--- src/rtl/pwmch_pkg.sv ---
package pwmch_pkg;

  typedef struct packed {
    logic en;
    logic pol;
    logic dir;
    logic transp;
    logic frzEn;
  } pwmCfg_t;

  typedef struct packed {
    logic run;
    logic tick;
    logic disabled;
    logic wrPeriod;
    logic wrWidth;
    logic transparent;
  } pwmStrobe_t;

  localparam int unsigned BIT_EN     = 8;
  localparam int unsigned BIT_POL    = 9;
  localparam int unsigned BIT_DIR    = 10;
  localparam int unsigned BIT_TRANSP = 11;
  localparam int unsigned BIT_FRZEN  = 12;
  localparam int unsigned BIT_PIN    = 15;

endpackage

--- src/rtl/pwmch_ctrl.sv ---
module pwmch_ctrl
  import pwmch_pkg::*;
#(
  parameter int unsigned PSC_W  = 8,
  parameter int unsigned DATA_W = 16,
  parameter int unsigned ADDR_W = 2
) (
  input  logic              clk,
  input  logic              rstN,
  input  logic              regWrEn,
  input  logic [ADDR_W-1:0] regAddr,
  input  logic [DATA_W-1:0] regWrData,
  input  logic              freezeIn,
  output pwmCfg_t           cfg,
  output logic [PSC_W-1:0]  preload,
  output pwmStrobe_t        strobe
);

  localparam logic [ADDR_W-1:0] ADDR_PERIOD = ADDR_W'(0);
  localparam logic [ADDR_W-1:0] ADDR_WIDTH  = ADDR_W'(1);
  localparam logic [ADDR_W-1:0] ADDR_CTRL   = ADDR_W'(3);
  localparam logic [PSC_W-1:0]  PSC_TOP     = '1;

  logic [PSC_W-1:0] psc;
  logic             run;
  logic             tick;

  always_ff @(posedge clk or negedge rstN) begin
    if (!rstN) begin
      preload <= '0;
      cfg     <= '0;
    end else if (regWrEn && regAddr == ADDR_CTRL) begin
      preload    <= regWrData[PSC_W-1:0];
      cfg.en     <= regWrData[BIT_EN];
      cfg.pol    <= regWrData[BIT_POL];
      cfg.dir    <= regWrData[BIT_DIR];
      cfg.transp <= regWrData[BIT_TRANSP];
      cfg.frzEn  <= regWrData[BIT_FRZEN];
    end
  end

  assign run  = cfg.en && !(cfg.frzEn && freezeIn);
  assign tick = run && (psc == PSC_TOP);

  always_ff @(posedge clk or negedge rstN) begin
    if (!rstN) begin
      psc <= '0;
    end else if (!cfg.en) begin
      psc <= preload;
    end else if (run) begin
      psc <= tick ? preload : psc + PSC_W'(1);
    end
  end

  always_comb begin
    strobe.run         = run;
    strobe.tick        = tick;
    strobe.disabled    = !cfg.en;
    strobe.wrPeriod    = regWrEn && regAddr == ADDR_PERIOD;
    strobe.wrWidth     = regWrEn && regAddr == ADDR_WIDTH;
    strobe.transparent = cfg.transp;
  end

  // a tick reloads the prescaler from the preload value
  a_r1_reload: assert property (@(posedge clk) disable iff (!rstN)
    tick |=> psc == $past(preload));

  // while frozen, the prescaler holds its value
  a_r4_freeze_hold: assert property (@(posedge clk) disable iff (!rstN)
    (cfg.en && cfg.frzEn && freezeIn) |=> $stable(psc));

endmodule

--- src/rtl/pwmch_datapath.sv ---
module pwmch_datapath
  import pwmch_pkg::*;
#(
  parameter int unsigned CNT_W = 16
) (
  input  logic             clk,
  input  logic             rstN,
  input  pwmStrobe_t       strobe,
  input  logic [CNT_W-1:0] wrData,
  output logic [CNT_W-1:0] periodBuf,
  output logic [CNT_W-1:0] widthBuf,
  output logic [CNT_W-1:0] cnt,
  output logic             outFf
);

  localparam logic [CNT_W-1:0] CNT_ONE = CNT_W'(1);

  logic [CNT_W-1:0] periodAct;
  logic [CNT_W-1:0] widthAct;
  logic             rollover;
  logic             trPeriod;
  logic             trWidth;
  logic [CNT_W-1:0] nextPeriod;
  logic [CNT_W-1:0] nextWidth;

  assign rollover   = strobe.tick && (cnt == '0 || cnt >= periodAct);
  assign trPeriod   = strobe.wrPeriod && strobe.transparent;
  assign trWidth    = strobe.wrWidth && strobe.transparent;
  assign nextPeriod = trPeriod ? wrData : periodBuf;
  assign nextWidth  = trWidth ? wrData : widthBuf;

  always_ff @(posedge clk or negedge rstN) begin
    if (!rstN) begin
      periodBuf <= '0;
      widthBuf  <= '0;
    end else begin
      if (strobe.wrPeriod) periodBuf <= wrData;
      if (strobe.wrWidth)  widthBuf  <= wrData;
    end
  end

  always_ff @(posedge clk or negedge rstN) begin
    if (!rstN) begin
      periodAct <= '0;
      widthAct  <= '0;
    end else if (rollover) begin
      periodAct <= nextPeriod;
      widthAct  <= nextWidth;
    end else begin
      if (trPeriod) periodAct <= wrData;
      if (trWidth)  widthAct  <= wrData;
    end
  end

  always_ff @(posedge clk or negedge rstN) begin
    if (!rstN) begin
      cnt   <= '0;
      outFf <= 1'b0;
    end else if (strobe.disabled) begin
      cnt   <= '0;
      outFf <= 1'b0;
    end else if (rollover) begin
      cnt   <= CNT_ONE;
      outFf <= (nextWidth != '0);
    end else if (strobe.tick) begin
      cnt <= cnt + CNT_ONE;
      if (cnt == widthAct) outFf <= 1'b0;
    end
  end

  // a buffered write leaves the active period alone until rollover
  a_r2_buffer_hold: assert property (@(posedge clk) disable iff (!rstN)
    (strobe.wrPeriod && !strobe.transparent && !rollover) |=> $stable(periodAct));

  // a rollover restarts the count at 1
  a_r5_restart: assert property (@(posedge clk) disable iff (!rstN)
    (rollover && !strobe.disabled) |=> cnt == CNT_ONE);

  // the level at period start follows the freshly loaded width
  a_r6_start_level: assert property (@(posedge clk) disable iff (!rstN)
    (rollover && !strobe.disabled) |=> outFf == (widthAct != '0));

  // a disabled channel idles with a cleared counter and flop
  a_r8_idle: assert property (@(posedge clk) disable iff (!rstN)
    strobe.disabled |=> (cnt == '0 && !outFf));

endmodule

--- src/rtl/pwmch_top.sv ---
module pwmch_top
  import pwmch_pkg::*;
#(
  parameter int unsigned CNT_W  = 16,
  parameter int unsigned PSC_W  = 8,
  parameter int unsigned ADDR_W = 2
) (
  input  logic              clk,
  input  logic              rstN,
  input  logic              regWrEn,
  input  logic [ADDR_W-1:0] regAddr,
  input  logic [CNT_W-1:0]  regWrData,
  output logic [CNT_W-1:0]  regRdData,
  input  logic              freezeIn,
  input  logic              pinIn,
  output logic              pinOut,
  output logic              oe
);

  pwmCfg_t          cfg;
  pwmStrobe_t       strobe;
  logic [PSC_W-1:0] preload;
  logic [CNT_W-1:0] periodBuf;
  logic [CNT_W-1:0] widthBuf;
  logic [CNT_W-1:0] cnt;
  logic             outFf;
  logic [CNT_W-1:0] ctrlWord;

  pwmch_ctrl #(.PSC_W(PSC_W), .DATA_W(CNT_W), .ADDR_W(ADDR_W)) uCtrl (
    .clk       (clk),
    .rstN      (rstN),
    .regWrEn   (regWrEn),
    .regAddr   (regAddr),
    .regWrData (regWrData),
    .freezeIn  (freezeIn),
    .cfg       (cfg),
    .preload   (preload),
    .strobe    (strobe)
  );

  pwmch_datapath #(.CNT_W(CNT_W)) uData (
    .clk       (clk),
    .rstN      (rstN),
    .strobe    (strobe),
    .wrData    (regWrData),
    .periodBuf (periodBuf),
    .widthBuf  (widthBuf),
    .cnt       (cnt),
    .outFf     (outFf)
  );

  always_comb begin
    ctrlWord                = '0;
    ctrlWord[PSC_W-1:0]     = preload;
    ctrlWord[BIT_EN]        = cfg.en;
    ctrlWord[BIT_POL]       = cfg.pol;
    ctrlWord[BIT_DIR]       = cfg.dir;
    ctrlWord[BIT_TRANSP]    = cfg.transp;
    ctrlWord[BIT_FRZEN]     = cfg.frzEn;
    ctrlWord[BIT_PIN]       = pinIn;
  end

  always_comb begin
    case (regAddr)
      ADDR_W'(0): regRdData = periodBuf;
      ADDR_W'(1): regRdData = widthBuf;
      ADDR_W'(2): regRdData = cnt;
      default:    regRdData = ctrlWord;
    endcase
  end

  assign oe     = cfg.en | cfg.dir;
  assign pinOut = cfg.en ? (cfg.pol ? outFf : ~outFf) : cfg.pol;

  // a frozen, enabled channel keeps its counter value
  a_r4_count_frozen: assert property (@(posedge clk) disable iff (!rstN)
    (cfg.en && cfg.frzEn && freezeIn) |=> $stable(cnt));

endmodule

--- config.mk ---
export PLATFORM = sky130hd
export DESIGN_NAME = pwmch_top
export DESIGN_NICKNAME = d
export VERILOG_FILES = /design/src/rtl/pwmch_pkg.sv /design/src/rtl/pwmch_ctrl.sv /design/src/rtl/pwmch_datapath.sv /design/src/rtl/pwmch_top.sv
export SDC_FILE = /design/constraint.sdc
export NUM_CORES = 1
export LEC_CHECK = 0
export ABC_AREA = 1
export BUFFER_PORTS_ARGS = -buffer_cell sky130_fd_sc_hd__buf_2
export CORE_MARGIN = 4
export CORE_UTILIZATION = 55
export CTS_CLUSTER_SIZE = 24
export DETAILED_ROUTE_END_ITERATION = 12
export PLACE_DENSITY_LB_ADDON = 0.05
export SLEW_MARGIN = 10
export SYNTH_ARGS = -nofsm -noshare
export SYNTH_HDL_FRONTEND = slang
export SYNTH_SLANG_ARGS = --single-unit
--- constraint.sdc ---
create_clock -name clk -period 1.8 [get_ports clk]
set_clock_uncertainty 0.2 [all_clocks]
set_input_delay 0.18 -clock clk [delete_from_list [all_inputs] [get_ports clk]]
set_output_delay 0.18 -clock clk [all_outputs]
set_load 0.005 [all_outputs]
==> reports/metrics.yaml <==
syn-mean-instance-area_um2: 7.835
pin_count: 41
grt_pass1_vias: 6079
dieWidth_um: 112.0
grt_pass1_wl_um: 31300
cts_made_buffers: 9
min_path_type: "in2reg"
dieHeight_um: 112.0
rows: 37
hold_depth: 4
layout.nets: 977
drt_iter0_markers: 660
initial_core_util: 0.5709
fmax_ghz: 0.4494
slowest_delay_ps: 440
dr_total_vias: 6333
clkPwrFrac: 0.205
clk_pin_slew_ps: 100
slew_viol_final: 0
diodes: 0
rsz0062_at_grt: "true"
portBuffers: 40
grt_max_degree: 29
crit_fanout: 27
syn_nets: 801
start_kind: "flop"
power.density_nw_per_um2: 865.4
reg2reg_slack_ps: -430
avgRoutedWirePerCell_um: 19.30
final_cell_mix: "nand2_1 (158), dfrtp_1 (102), buf_4 (101), inv_1 (67), nor2_1 (50)"
hp-start: "regWrEn"
endpoint_kind: "flop"
switchingPower_mw: 2.696
worst_slack_ps: -425.0
cts_max_path_buffers: 2
p_leak_nw: 4.151
r2r_start: "uData.cnt[2]$_DFFE_PN0P_"
clk_latency_ps: 380
final_common_cell: "nand2_1"
finalWirelength_um: 20760
track_usage: 0.3128
power_frac_comb: 0.366
gp_congestion: 0.9114
antenna_found_initial: 0
cts_tree: "done"
timing.slew.headroom: 0.6954
status: "complete, but fails checks"
arrival_ps: 2350
drc: 0
syn_to_final_growth_pct: 44.37
maxCapViolCount: 0
dr.pass1.iters: 6
ant_nets: 0
criticalPathCategory: "reg2reg"
netSwitchingFraction: 0.3628
worst_ep_required_time_ps: 1920
finalHoldViolations: 0
synth_cells: 759
grt_overflow: 0
yosysUniqueCellTypes: 36
htree_levels: 3
yosys_warnings: 0
ys_ff_latch: 102
cts_root_buffer: "clkbuf_8"
p_int_mw: 4.734
mappedNetlistArea_um2: 5947
layout-drive-gt1-share: 0.3830
violations: "negative setup slack"
ir_drop_v: 0.0007083
cts.sinks: 102
fp.coreArea_um2: 10420
worst_slew_pin_slew_ps: 455.8
seqPwrFrac: 0.429
fin_crit_sh: 1.236
total_power_mw: 7.430
reg2regPathDepth: 11
synth_seq_area_share: 0.4292
worstReg2RegEnd: "uData.periodAct[9]$_DFFE_PN0P_"
die_area_um2: 12540
fillers: 649
holdPathEnd: "uData.widthBuf[1]$_DFFE_PN0N_"
setup_viol: 65
crit_chain: "buf_4, nor2_1, nand2_1, nor2_1, nand2_1, nand2_2, nor2_4, nand2_4, buf_8, nand4_1, nand3_1"
fin_crit_ps: 2225
crit_slowest_cell: "dfrtp_1"
vias_per_cell: 5.886
dp_hpwl_um: 13790
pre_cts_ws_ps: -393.1
==> cells in the mapped netlist <==
cell type	instances	area share
a21o_1	2	0.0025
a21oi_1	25	0.021
a221oi_1	2	0.0029
a32oi_1	1	0.0015
buf_1	1	0.00063
buf_2	12	0.010
buf_4	4	0.0050
clkbuf_1	14	0.0088
clkbuf_2	1	0.00084
dfrtp_1	102	0.43
ha_1	19	0.040
inv_1	86	0.054
inv_2	5	0.0032
mux2_2	19	0.036
nand2_1	172	0.11
nand2_2	5	0.0053
nand3_1	77	0.065
nand3b_1	1	0.0013
nand4_1	37	0.039
nor2_1	57	0.036
nor2_2	4	0.0042
nor2_4	1	0.0019
nor2_8	1	0.0034
nor3_1	7	0.0059
nor3_2	1	0.0017
nor3_4	1	0.0027
o2111ai_1	3	0.0044
o211ai_1	2	0.0025
o21a_1	1	0.0013
o21ai_0	48	0.040
o21ai_1	4	0.0034
o221ai_1	2	0.0029
o22ai_1	17	0.018
o31ai_1	1	0.0013
xnor2_1	15	0.022
xor2_1	9	0.013
==> worst max-delay path by stage <==
| stage | from | to | depth (start not counted) |
|---|---|---|---|
| after CTS | uData.cnt[1]$_DFFE_PN0P_ | uData.outFf$_DFFE_PN0P_ | 15 |
| after floorplan | uData.cnt[13]$_DFFE_PN0P_ | uData.periodAct[10]$_DFFE_PN0P_ | 11 |
| after global routing | uData.cnt[2]$_DFFE_PN0P_ | uData.outFf$_DFFE_PN0P_ | 14 |
| final | uData.cnt[2]$_DFFE_PN0P_ | uData.periodAct[9]$_DFFE_PN0P_ | 11 |
| after detailed placement | uData.periodAct[13]$_DFFE_PN0P_ | uData.periodAct[9]$_DFFE_PN0P_ | 11 |
| after global placement | uData.cnt[0]$_DFFE_PN0P_ | uData.cnt[13]$_DFFE_PN0P_ | 12 |
==> state kept, by name, indices dropped and copies added, names as in the netlist <==
register and count:
uData.cnt 16, uData.periodAct 16, uData.periodBuf 16, uData.widthAct 16
uData.widthBuf 16, uCtrl.preload 8, uCtrl.psc 8, uCtrl.cfg 5
uData.outFf 1
==> cell families after synthesis <==
logic type / Yosys count / share of synthesized area
muxes: 19 / 0.03598
and+or+nand+nor: 364 / 0.2746
buffers and inverters: 123 / 0.08289
AOI/OAI and AO/OA: 108 / 0.1020
DFF: 102 / 0.4292
adders and majority gates: 19 / 0.03998
xor gates and xnor gates: 24 / 0.03535
==> metrics by stage <==
stage / cell area [um2] / instances / hold WS [ps] / utilization / setup TNS (ps)
floorplan: 5998 / 759 / -315.6 / - / -2868
global placement: 6978 / 994 / -57.80 / 0.6699 / -12590
detailed placement: 6978 / 994 / -56.58 / 0.6699 / -16560
CTS: 7986 / 1061 / 43.03 / 0.7667 / -10100
global route: 8586 / 1076 / 95.80 / 0.8243 / -22610
finish: 8586 / 1076 / 39.75 / 0.8243 / -18500
==> worst max-delay path: cells and delay by family (launching register included) <==
family	cells	cell delay (ps)
buffers and inverters	2	410
flip-flops	1	440
AND/OR/NAND/NOR	9	1120
==> timing repair <==
item | in CTS | in global routing
resized for setup | 111 | 102
pin swaps | 17 | 31
hold buffers | 17 | 0
cloned | 2 | 0
endpoints found under the setup margin | 70 | 70
hold endpoints to repair | 171 | 0
buffers inserted | 32 | 15
==> metal layers <==
| layer | vias up | wire length [um] | global-route usage |
|---|---|---|---|
| met5 | - | 0 | 0 |
| met4 | 0 | 501 | 0.1018 |
| met3 | 51 | 1692 | 0.05163 |
| met2 | 334 | 9806 | 0.4880 |
| met1 | 3060 | 8761 | 0.4469 |
| li1 | 2888 | - | - |
==> power groups by stage <==
stage	sequential [mW]	combinational [mW]	clock [mW]
6_report	3.19	2.72	1.53
5_1_grt	3.23	2.99	1.63
4_1_cts	3.13	2.29	1.52
3_5_place_dp	3.17	2.00	0
3_3_place_gp	3.14	1.94	0
2_1_floorplan	3.05	1.24	0
==> layout make-up <==
cell class              instances  area [um2]  share of cell area
well taps                     136       170.2             0.01982
inverters                      91       386.6             0.04503
clock buffers                  10       137.6             0.01603
clock inverters                 6       61.31            0.007141
flip-flops and latches        102        2552              0.2973
repair inverters                1       7.507           0.0008744
multi-input cells             534        3612              0.4207
repair buffers                196        1658              0.1931
Power figures use the tool's default switching activity.
